File: src/rtl/dcc_pkg.sv
`timescale 1ns/1ps
package dcc_pkg;
  localparam int unsigned NUM_CARDS = 2;

  typedef struct packed {
    logic rst;
    logic c4;
    logic c8;
    logic io;
  } contact_t;

  typedef struct packed {
    logic rst;
    logic aux;
    logic io;
  } transp_t;

  function automatic logic card_selected(int unsigned idx, logic card_sel);
    return (idx == 0) ? card_sel : ~card_sel;
  endfunction
endpackage

File: src/rtl/dcc_route.sv
`timescale 1ns/1ps
module dcc_route
  import dcc_pkg::*;
(
  input  logic                    clk_i,
  input  logic                    rst_ni,
  input  logic                    cs_ni,
  input  logic                    pgm_ni,
  input  logic                    card_sel_i,
  input  logic                    mux_mode_i,
  input  logic [NUM_CARDS-1:0]    host_rst_i,
  input  logic [NUM_CARDS-1:0]    host_io_i,
  input  logic                    host_c4_i,
  input  logic                    host_c8_i,
  output contact_t [NUM_CARDS-1:0] src_o,
  output transp_t  [NUM_CARDS-1:0] tr_o
);
  logic xfer;
  logic cs_act;

  assign cs_act = ~cs_ni;
  assign xfer   = cs_act & pgm_ni;

  for (genvar k = 0; k < NUM_CARDS; k++) begin : g_card
    logic sel;
    logic own_line;

    assign sel      = card_selected(k, card_sel_i);
    // split mode: each slot owns its host lines; shared mode: only the selected one
    assign own_line = sel | ~mux_mode_i;

    assign src_o[k].rst = mux_mode_i ? host_rst_i[0] : host_rst_i[k];
    assign src_o[k].io  = mux_mode_i ? host_io_i[0]  : host_io_i[k];
    assign src_o[k].c4  = host_c4_i;
    assign src_o[k].c8  = host_c8_i;

    assign tr_o[k].rst = xfer & own_line;
    assign tr_o[k].aux = xfer & sel;
    assign tr_o[k].io  = cs_act & own_line;
  end

  // auxiliary contacts never transparent on both slots
  p_one_aux_r4: assert property (@(posedge clk_i) disable iff (!rst_ni)
    !(tr_o[0].aux && tr_o[1].aux));

  // in shared mode at most one data path passes
  p_one_io_r3: assert property (@(posedge clk_i) disable iff (!rst_ni)
    mux_mode_i |-> !(tr_o[0].io && tr_o[1].io));
endmodule

File: src/rtl/dcc_contact.sv
`timescale 1ns/1ps
module dcc_contact
  import dcc_pkg::*;
(
  input  logic     clk_i,
  input  logic     rst_ni,
  input  logic     vcc_good_i,
  input  logic     vcc_up_i,
  input  contact_t src_i,
  input  transp_t  tr_i,
  input  logic     card_io_i,
  output logic     rst_o,
  output logic     c4_o,
  output logic     c8_o,
  output logic     io_o,
  output logic     io_oe_o,
  output logic     ret_val_o,
  output logic     ret_oe_o
);
  logic     safe;
  contact_t held_q;
  contact_t live;

  assign safe = vcc_good_i & vcc_up_i;

  always_ff @(posedge clk_i or negedge rst_ni) begin
    if (!rst_ni) begin
      held_q <= '0;
    end else if (!safe) begin
      held_q <= '0;
    end else begin
      if (tr_i.rst) held_q.rst <= src_i.rst;
      if (tr_i.aux) begin
        held_q.c4 <= src_i.c4;
        held_q.c8 <= src_i.c8;
      end
      if (tr_i.io) held_q.io <= card_io_i;
    end
  end

  always_comb begin
    live.rst = tr_i.rst ? src_i.rst : held_q.rst;
    live.c4  = tr_i.aux ? src_i.c4  : held_q.c4;
    live.c8  = tr_i.aux ? src_i.c8  : held_q.c8;
    live.io  = tr_i.io  ? src_i.io  : held_q.io;
  end

  assign rst_o     = safe & live.rst;
  assign c4_o      = safe & live.c4;
  assign c8_o      = safe & live.c8;
  assign io_o      = safe & live.io;
  assign io_oe_o   = safe & tr_i.io & ~src_i.io;
  assign ret_val_o = safe & (tr_i.io ? card_io_i : held_q.io);
  // return drive only when the card pulls low and the host side is released
  assign ret_oe_o  = safe & tr_i.io & ~card_io_i & src_i.io;

  p_hold_rst_r1: assert property (@(posedge clk_i) disable iff (!rst_ni)
    ($past(rst_ni) && safe && $past(safe) && !tr_i.rst) |-> (rst_o == $past(rst_o)));

  p_hold_c4_r9: assert property (@(posedge clk_i) disable iff (!rst_ni)
    ($past(rst_ni) && safe && $past(safe) && !tr_i.aux) |-> (c4_o == $past(c4_o)));

  p_hold_c8_r4: assert property (@(posedge clk_i) disable iff (!rst_ni)
    ($past(rst_ni) && safe && $past(safe) && !tr_i.aux) |-> (c8_o == $past(c8_o)));

  p_hold_ret_r6: assert property (@(posedge clk_i) disable iff (!rst_ni)
    ($past(rst_ni) && safe && $past(safe) && !tr_i.io) |-> (ret_val_o == $past(ret_val_o)));

  p_clear_r8: assert property (@(posedge clk_i) disable iff (!rst_ni)
    ($past(rst_ni) && !$past(safe) && safe) |->
      ((tr_i.rst || !rst_o) && (tr_i.aux || (!c4_o && !c8_o)) && (tr_i.io || !io_o)));
endmodule

File: src/rtl/dcc_host_ret.sv
`timescale 1ns/1ps
module dcc_host_ret
  import dcc_pkg::*;
(
  input  logic                 mux_mode_i,
  input  logic                 card_sel_i,
  input  logic [NUM_CARDS-1:0] ret_val_i,
  input  logic [NUM_CARDS-1:0] ret_oe_i,
  output logic [NUM_CARDS-1:0] host_io_o,
  output logic [NUM_CARDS-1:0] host_io_oe_o
);
  for (genvar j = 0; j < NUM_CARDS; j++) begin : g_line
    if (j == 0) begin : g_shared
      logic pick_val;
      logic pick_oe;
      assign pick_val        = card_sel_i ? ret_val_i[0] : ret_val_i[1];
      assign pick_oe         = card_sel_i ? ret_oe_i[0]  : ret_oe_i[1];
      assign host_io_o[j]    = mux_mode_i ? pick_val : ret_val_i[j];
      assign host_io_oe_o[j] = mux_mode_i ? pick_oe  : ret_oe_i[j];
    end else begin : g_own
      assign host_io_o[j]    = ~mux_mode_i & ret_val_i[j];
      assign host_io_oe_o[j] = ~mux_mode_i & ret_oe_i[j];
    end
  end
endmodule

File: src/rtl/dual_card_contact_ctrl.sv
`timescale 1ns/1ps
module dual_card_contact_ctrl
  import dcc_pkg::*;
(
  input  logic                 clk_i,
  input  logic                 rst_ni,
  input  logic                 cs_ni,
  input  logic                 pgm_ni,
  input  logic                 card_sel_i,
  input  logic                 mux_mode_i,
  input  logic                 pu_en_i,
  input  logic [NUM_CARDS-1:0] host_rst_i,
  input  logic [NUM_CARDS-1:0] host_io_i,
  input  logic                 host_c4_i,
  input  logic                 host_c8_i,
  input  logic [NUM_CARDS-1:0] vcc_good_i,
  input  logic [NUM_CARDS-1:0] vcc_up_i,
  input  logic [NUM_CARDS-1:0] card_io_i,
  output logic [NUM_CARDS-1:0] card_rst_o,
  output logic [NUM_CARDS-1:0] card_c4_o,
  output logic [NUM_CARDS-1:0] card_c8_o,
  output logic [NUM_CARDS-1:0] card_io_o,
  output logic [NUM_CARDS-1:0] card_io_oe_o,
  output logic [NUM_CARDS-1:0] host_io_o,
  output logic [NUM_CARDS-1:0] host_io_oe_o,
  output logic [NUM_CARDS-1:0] pu_en_o
);
  contact_t [NUM_CARDS-1:0] src;
  transp_t  [NUM_CARDS-1:0] tr;
  logic     [NUM_CARDS-1:0] ret_val;
  logic     [NUM_CARDS-1:0] ret_oe;

  dcc_route u_route (
    .clk_i      (clk_i),
    .rst_ni     (rst_ni),
    .cs_ni      (cs_ni),
    .pgm_ni     (pgm_ni),
    .card_sel_i (card_sel_i),
    .mux_mode_i (mux_mode_i),
    .host_rst_i (host_rst_i),
    .host_io_i  (host_io_i),
    .host_c4_i  (host_c4_i),
    .host_c8_i  (host_c8_i),
    .src_o      (src),
    .tr_o       (tr)
  );

  for (genvar k = 0; k < NUM_CARDS; k++) begin : g_slot
    dcc_contact u_contact (
      .clk_i      (clk_i),
      .rst_ni     (rst_ni),
      .vcc_good_i (vcc_good_i[k]),
      .vcc_up_i   (vcc_up_i[k]),
      .src_i      (src[k]),
      .tr_i       (tr[k]),
      .card_io_i  (card_io_i[k]),
      .rst_o      (card_rst_o[k]),
      .c4_o       (card_c4_o[k]),
      .c8_o       (card_c8_o[k]),
      .io_o       (card_io_o[k]),
      .io_oe_o    (card_io_oe_o[k]),
      .ret_val_o  (ret_val[k]),
      .ret_oe_o   (ret_oe[k])
    );

    if (k == 0) begin : g_pu_own
      assign pu_en_o[k] = pu_en_i;
    end else begin : g_pu_forced
      assign pu_en_o[k] = pu_en_i | mux_mode_i;
    end

    p_forced_r7: assert property (@(posedge clk_i) disable iff (!rst_ni)
      !(vcc_good_i[k] && vcc_up_i[k]) |->
        !(card_rst_o[k] || card_c4_o[k] || card_c8_o[k] || card_io_o[k] || card_io_oe_o[k]));

    p_oe_cs_r5: assert property (@(posedge clk_i) disable iff (!rst_ni)
      card_io_oe_o[k] |-> !cs_ni);
  end

  dcc_host_ret u_host_ret (
    .mux_mode_i   (mux_mode_i),
    .card_sel_i   (card_sel_i),
    .ret_val_i    (ret_val),
    .ret_oe_i     (ret_oe),
    .host_io_o    (host_io_o),
    .host_io_oe_o (host_io_oe_o)
  );

  p_mux_b_r3: assert property (@(posedge clk_i) disable iff (!rst_ni)
    (mux_mode_i && !card_sel_i && !cs_ni && pgm_ni && vcc_good_i[1] && vcc_up_i[1])
      |-> (card_rst_o[1] == host_rst_i[0]));

  p_line1_idle_r3: assert property (@(posedge clk_i) disable iff (!rst_ni)
    mux_mode_i |-> (!host_io_oe_o[1] && !host_io_o[1]));

  p_host_oe_r6: assert property (@(posedge clk_i) disable iff (!rst_ni)
    host_io_oe_o[0] |-> !cs_ni);

  p_pu_r10: assert property (@(posedge clk_i) disable iff (!rst_ni)
    mux_mode_i |-> pu_en_o[1]);

  p_reset_r11: assert property (@(posedge clk_i) disable iff (!rst_ni)
    ($past(!rst_ni) && cs_ni) |-> (card_rst_o == '0 && card_c4_o == '0 && card_c8_o == '0));
endmodule

File: config.mk
export PLATFORM = sky130hd
export DESIGN_NAME = dual_card_contact_ctrl
export DESIGN_NICKNAME = d
export VERILOG_FILES = /design/src/rtl/dcc_pkg.sv /design/src/rtl/dcc_route.sv /design/src/rtl/dcc_contact.sv /design/src/rtl/dcc_host_ret.sv /design/src/rtl/dual_card_contact_ctrl.sv
export SDC_FILE = /design/constraint.sdc
export NUM_CORES = 1
export LEC_CHECK = 0
export ABC_AREA = 1
export BUFFER_PORTS_ARGS = -buffer_cell sky130_fd_sc_hd__buf_4
export CAP_MARGIN = 5
export CORE_ASPECT_RATIO = 1.25
export CORE_MARGIN = 5
export CORE_UTILIZATION = 39
export DETAILED_ROUTE_END_ITERATION = 10
export PLACE_DENSITY = 0.75
export SETUP_SLACK_MARGIN = 0.5
export SLEW_MARGIN = 20
export SYNTH_ARGS = -nofsm -noshare
export SYNTH_HDL_FRONTEND = slang
export SYNTH_SLANG_ARGS = --single-unit
File: constraint.sdc
create_clock -name clk_i -period 0.99 [get_ports clk_i]
set_input_delay 0.198 -clock clk_i [delete_from_list [all_inputs] [get_ports clk_i]]
set_output_delay 0.198 -clock clk_i [all_outputs]
set_load 0.05 [all_outputs]
# Word level (Yosys, flattened, before mapping)

Index checks and enable logic that the tools add are counted.

Eq/ne operators: 2
Mux-type cells: 20
Bitwise gates (word level): 39

Operator list:

| cell               | count |
|---|---|
| $and 1x1->1        | 29 |
| $mux 1             | 16 |
| $mux 4             | 2 |
| $not 1->1          | 7 |
| $mux 2             | 2 |
| $ne 2x1->1 const B | 2 |
| $or 1x1->1         | 3 |

Register bits: 8
Input port bits: 19
Word-level logic and storage cells: 69

# Logic depth before layout (Yosys ltp)

Word-level depth: 8
Mapped depth: 7

# Hierarchy

A second synthesis with hierarchy kept.

Cells, all modules: 95
Area total of the unflattened synthesis: 598.1 µm²

Modules (own cells, without submodules):

| module                 | instances | cells each | area each (µm²) |
|---|---|---|---|
| dcc_contact            | 2         | 27         | 206.4 |
| dcc_route              | 1         | 25         | 118.9 |
| dcc_host_ret           | 1         | 12         | 47.5 |
| dual_card_contact_ctrl | 1         | 4          | 18.8 |

# Worst setup path before layout

OpenSTA, ideal clock, no wires.

Path kind: in2out
Start: input port mux_mode_i
End: output port host_io_oe_o[1]
Data arrival time: 1.246 ns
Required time: 0.792 ns
Setup slack: -0.454 ns
Stages on the path: 6
Path buffers: 1
Cells stage by stage: buf_6 -> nand2_2 -> nand2_2 -> nor2_1 -> nand2_1 -> nor3_2

Cells in the longest elaborated chain, start to end: 7
Elaborated cells on any way between the ends: 8

RTL lines:

| what                     | RTL line                            | text |
|---|---|---|
| start: declaration       | dual_card_contact_ctrl.sv:10        | `input logic mux_mode_i,` |
| $not 1->1                | dcc_route.sv:30, dcc_host_ret.sv:22 |  |
| $or 1x1->1               | dcc_route.sv:30                     | `assign own_line = sel \| ~mux_mode_i;` |
| $and 1x1->1              | dcc_route.sv:39                     | `assign tr_o[k].io = cs_act & own_line;` |
| $and 1x1->1 (3 in a row) | dcc_contact.sv:55                   | `assign ret_oe_o = safe & tr_i.io & ~card_io_i & src_i.io;` |
| $and 1x1->1 *            | dcc_host_ret.sv:22                  | `assign host_io_oe_o[j] = ~mux_mode_i & ret_oe_i[j];` |
| end: declaration         | dual_card_contact_ctrl.sv:25        | `output logic [NUM_CARDS-1:0] host_io_oe_o,` |

Every way passes the cells marked *; elsewhere a longest branch is shown, timed or not.

# Worst setup path after layout

Start: input port cs_ni
End: output port card_c8_o[1]

Cells in the longest elaborated chain, start to end: 5

RTL lines:

| what               | RTL line                     | text |
|---|---|---|
| start: declaration | dual_card_contact_ctrl.sv:7  | `input logic cs_ni,` |
| $not 1->1          | dcc_route.sv:21              | `assign cs_act = ~cs_ni;` |
| $and 1x1->1        | dcc_route.sv:22              | `assign xfer = cs_act & pgm_ni;` |
| $and 1x1->1        | dcc_route.sv:38              | `assign tr_o[k].aux = xfer & sel;` |
| $mux 1             | dcc_contact.sv:44            | `live.c8 = tr_i.aux ? src_i.c8 : held_q.c8;` |
| $and 1x1->1        | dcc_contact.sv:50            | `assign c8_o = safe & live.c8;` |
| end: declaration   | dual_card_contact_ctrl.sv:21 | `output logic [NUM_CARDS-1:0] card_c8_o,` |

Every way passes these cells.

==> impl_metrics.yaml <==
layout:
  diodes: 0
  final_cells: 152
  drive_above_1_share: 0.716
  area_growth_pct: 89.6
  fin_nets: 155
  largest_reg_flops: 8
  design_area_um2: 1270
  postLayoutCoreUtil: 0.794
  final_common_cell: "buf_4"
  regMostFlops: "g_slot.u_contact.held_q"
  layout_common_cells: "buf_4 (24), buf_6 (17), nand2_4 (8), nand2_2 (8), dfrtp_1 (8)"
  reg_top3: "g_slot.u_contact.held_q x8"
  fillCellCount: 102
synth:
  synth_seq_cells: 8
  syn_area_per_cell_um2: 7.06
  syn_nets: 114
  seq_area_frac_synth: 0.299
  synthDistinctLibCells: 18
  yosysTopAreaCell: "dfrtp_1"
  synth_top_area_frac: 0.299
  synth_area_leaders: "dfrtp_1 (30%), buf_4 (12%), nand2_1 (7.8%)"
  yosysWarnings: 0
  syn_inst: 95
  netlist_area_um2: 671
critical_path:
  critPathArrivalTime_ns: 1.10
  reg2reg_to: "g_slot[1].u_contact.held_q[0]$_DFF_PN0_"
  cpPeakStageDelay_ns: 0.17
  path_buf_inv: 4
  crit_path_frequent_cell: "buf_6"
  r2r-start: "g_slot[1].u_contact.held_q[0]$_DFF_PN0_"
  crit_slowest_cell: "buf_6"
  crit_family: "buffers and inverters"
  cp_max_fo: 7
  cp_cell_sequence: "buf_6 -> clkinvlp_4 -> nand2_4 -> buf_4 -> o21ai_4 -> o21ai_2 -> buf_6"
  rrSetupSlack_ns: 0.13
  crit_required_ns: 0.79
  critical_path_class: "input pin to primary output"
  endpoint_kind: "primary output"
  start_kind: "input pin"
  r2r_cells: 5
  crit_start: "cs_ni"
drt:
  first_pass_iters: 4
  post_drt_via_cell_ratio: 5.05
  drc: 0
  drt_iter0_drc: 10
  drtAntennaViolNets: 0
  vias: 768
  drt-total-wl_um: 2130
  routedWlPerCell_um: 14.0
floorplanning:
  coreArea_um2: 1600
  rows: 16
  initial_core_util: 0.419
  ios: 35
  die_w_um: 47.1
  die-area_um2: 2650
  die_h_um: 56.4
timing:
  finalSetupViolations: 15
  post-route-period-util: 1.32
  setup_slack_ns: -0.313
  maxSlewViolCount: 0
  worst_pin_slew_ns: 0.252
  finalHoldViolCount: 0
  max_freq_ghz: 0.767
  timing.setup.tns_ns: -3.74
  post-route-min-period_ns: 1.30
  rsz0062_at_grt: "yes"
  clock_skew_ns: 0
  slew_headroom: 0.832
hold_path:
  holdPathEnd: "g_slot[0].u_contact.held_q[2]$_DFFE_PN0P_"
  min_path_cells: 3
  hold_path_class: "input pin to flop"
  min_from: "host_c4_i"
global_route:
  grt_pass1_vias: 775
  grt_pass1_wl_um: 3080
  grt_max_degree: 9
  grt_antenna_before_repair: 0
  grt-ovfl-total: 0
  grt_use_total: 0.151
place:
  hpwlAfterDp_um: 1460
  portBuffers: 34
  gp_congestion: 0.793
  placedCellCount: 144
  place_area_um2: 993
outcome:
  status: "complete, but fails checks"
  violations: "negative setup slack"
clock_network:
  cts.sinks: 8
  clk_path_buf_depth: 2
  clkSlewWorstSetupHoldPaths_ns: 0.05
  cts_buffers: 3
  cts_root_buf: "clkbuf_4"
  cts_tree: "yes"
  htree_levels: 1
  worstSkewPairLatency_ns: 0.25
power:
  leakage_nw: 0.608
  peakVddDrop_v: 0.000397
  p_per_area_nw_per_um2: 782
job:
  drv_cap: 0
## cells by family (layout without fill, tap and decap cells)
group / after synthesis / in the layout / share of synthesized area
and+or+nand+nor: 47 / 47 / 0.364
buffers and inverters: 24 / 63 / 0.207
AOI/OAI and AO/OA: 16 / 16 / 0.131
DFF: 8 / 8 / 0.299
## metal layers
metal	vias to the layer above	track usage	routed length [um]
li1	377	-	-
met1	357	0.174	719
met2	30	0.260	1240
met3	4	0.0256	147
met4	0	0.0593	29
met5	-	0	0
## worst max path at each step
stage,endpoint,slack [ns],depth (start not counted)
final,card_c8_o[1],-0.31,7
after global routing,host_io_o[1],-0.38,5
after CTS,card_rst_o[1],-0.29,8
after detailed placement,card_rst_o[1],-0.32,8
after global placement,host_io_o[0],-0.29,8
after floorplan,host_io_oe_o[1],-0.24,6
## layout make-up
cell class,count,area [um^2],share of cell area
Clock buffer,3,22.5,0.0177
Multi-Input combinational cell,63,495,0.390
Sequential cell,8,200,0.157
Tap cell,18,22.5,0.0177
Timing Repair Buffer,48,477,0.375
Inverter,12,53.8,0.0423
## Yosys cell counts
| master | number |
|---|---|
| nand3_1 | 10 |
| nor2_2 | 1 |
| or2_2 | 1 |
| nand2_1 | 14 |
| o21ai_2 | 2 |
| o21ai_1 | 1 |
| o21ai_0 | 10 |
| a21oi_1 | 3 |
| buf_4 | 11 |
| nand2_4 | 2 |
| nand2_2 | 7 |
| nor3_2 | 2 |
| inv_1 | 10 |
| dfrtp_1 | 8 |
| buf_6 | 1 |
| nor2_1 | 6 |
| nor3_1 | 4 |
| inv_2 | 2 |
## through the flow
step	setup slack, ns	power, mW	hold WS [ns]
2_1_floorplan	-0.243	0.547	-0.0976
3_5_place_dp	-0.323	0.663	0.0239
3_3_place_gp	-0.292	0.657	0.0193
6_report	-0.313	0.994	0.232
5_1_grt	-0.377	1.04	0.264
4_1_cts	-0.289	0.946	0.229
## tightest hold or removal path: stages
cell,delay (ns)
buf_4,0.09
nand3_2,0.08
o21ai_1,0.07
## power breakdown
group,switching (mW),internal [mW]
logic,0.236,0.182
registers,0.00289,0.334
clock network,0.101,0.138
total,0.339,0.654
## what timing repair did
item | 4_1_cts | 5_1_grt
setup endpoints to repair | 24 | 24
resized for setup | 32 | 30
hold endpoints to repair | 8 | 0
pin swaps | 6 | 5
buffers inserted | 1 | 3
hold buffers | 1 | 0
(Power assumes the default switching activity.)
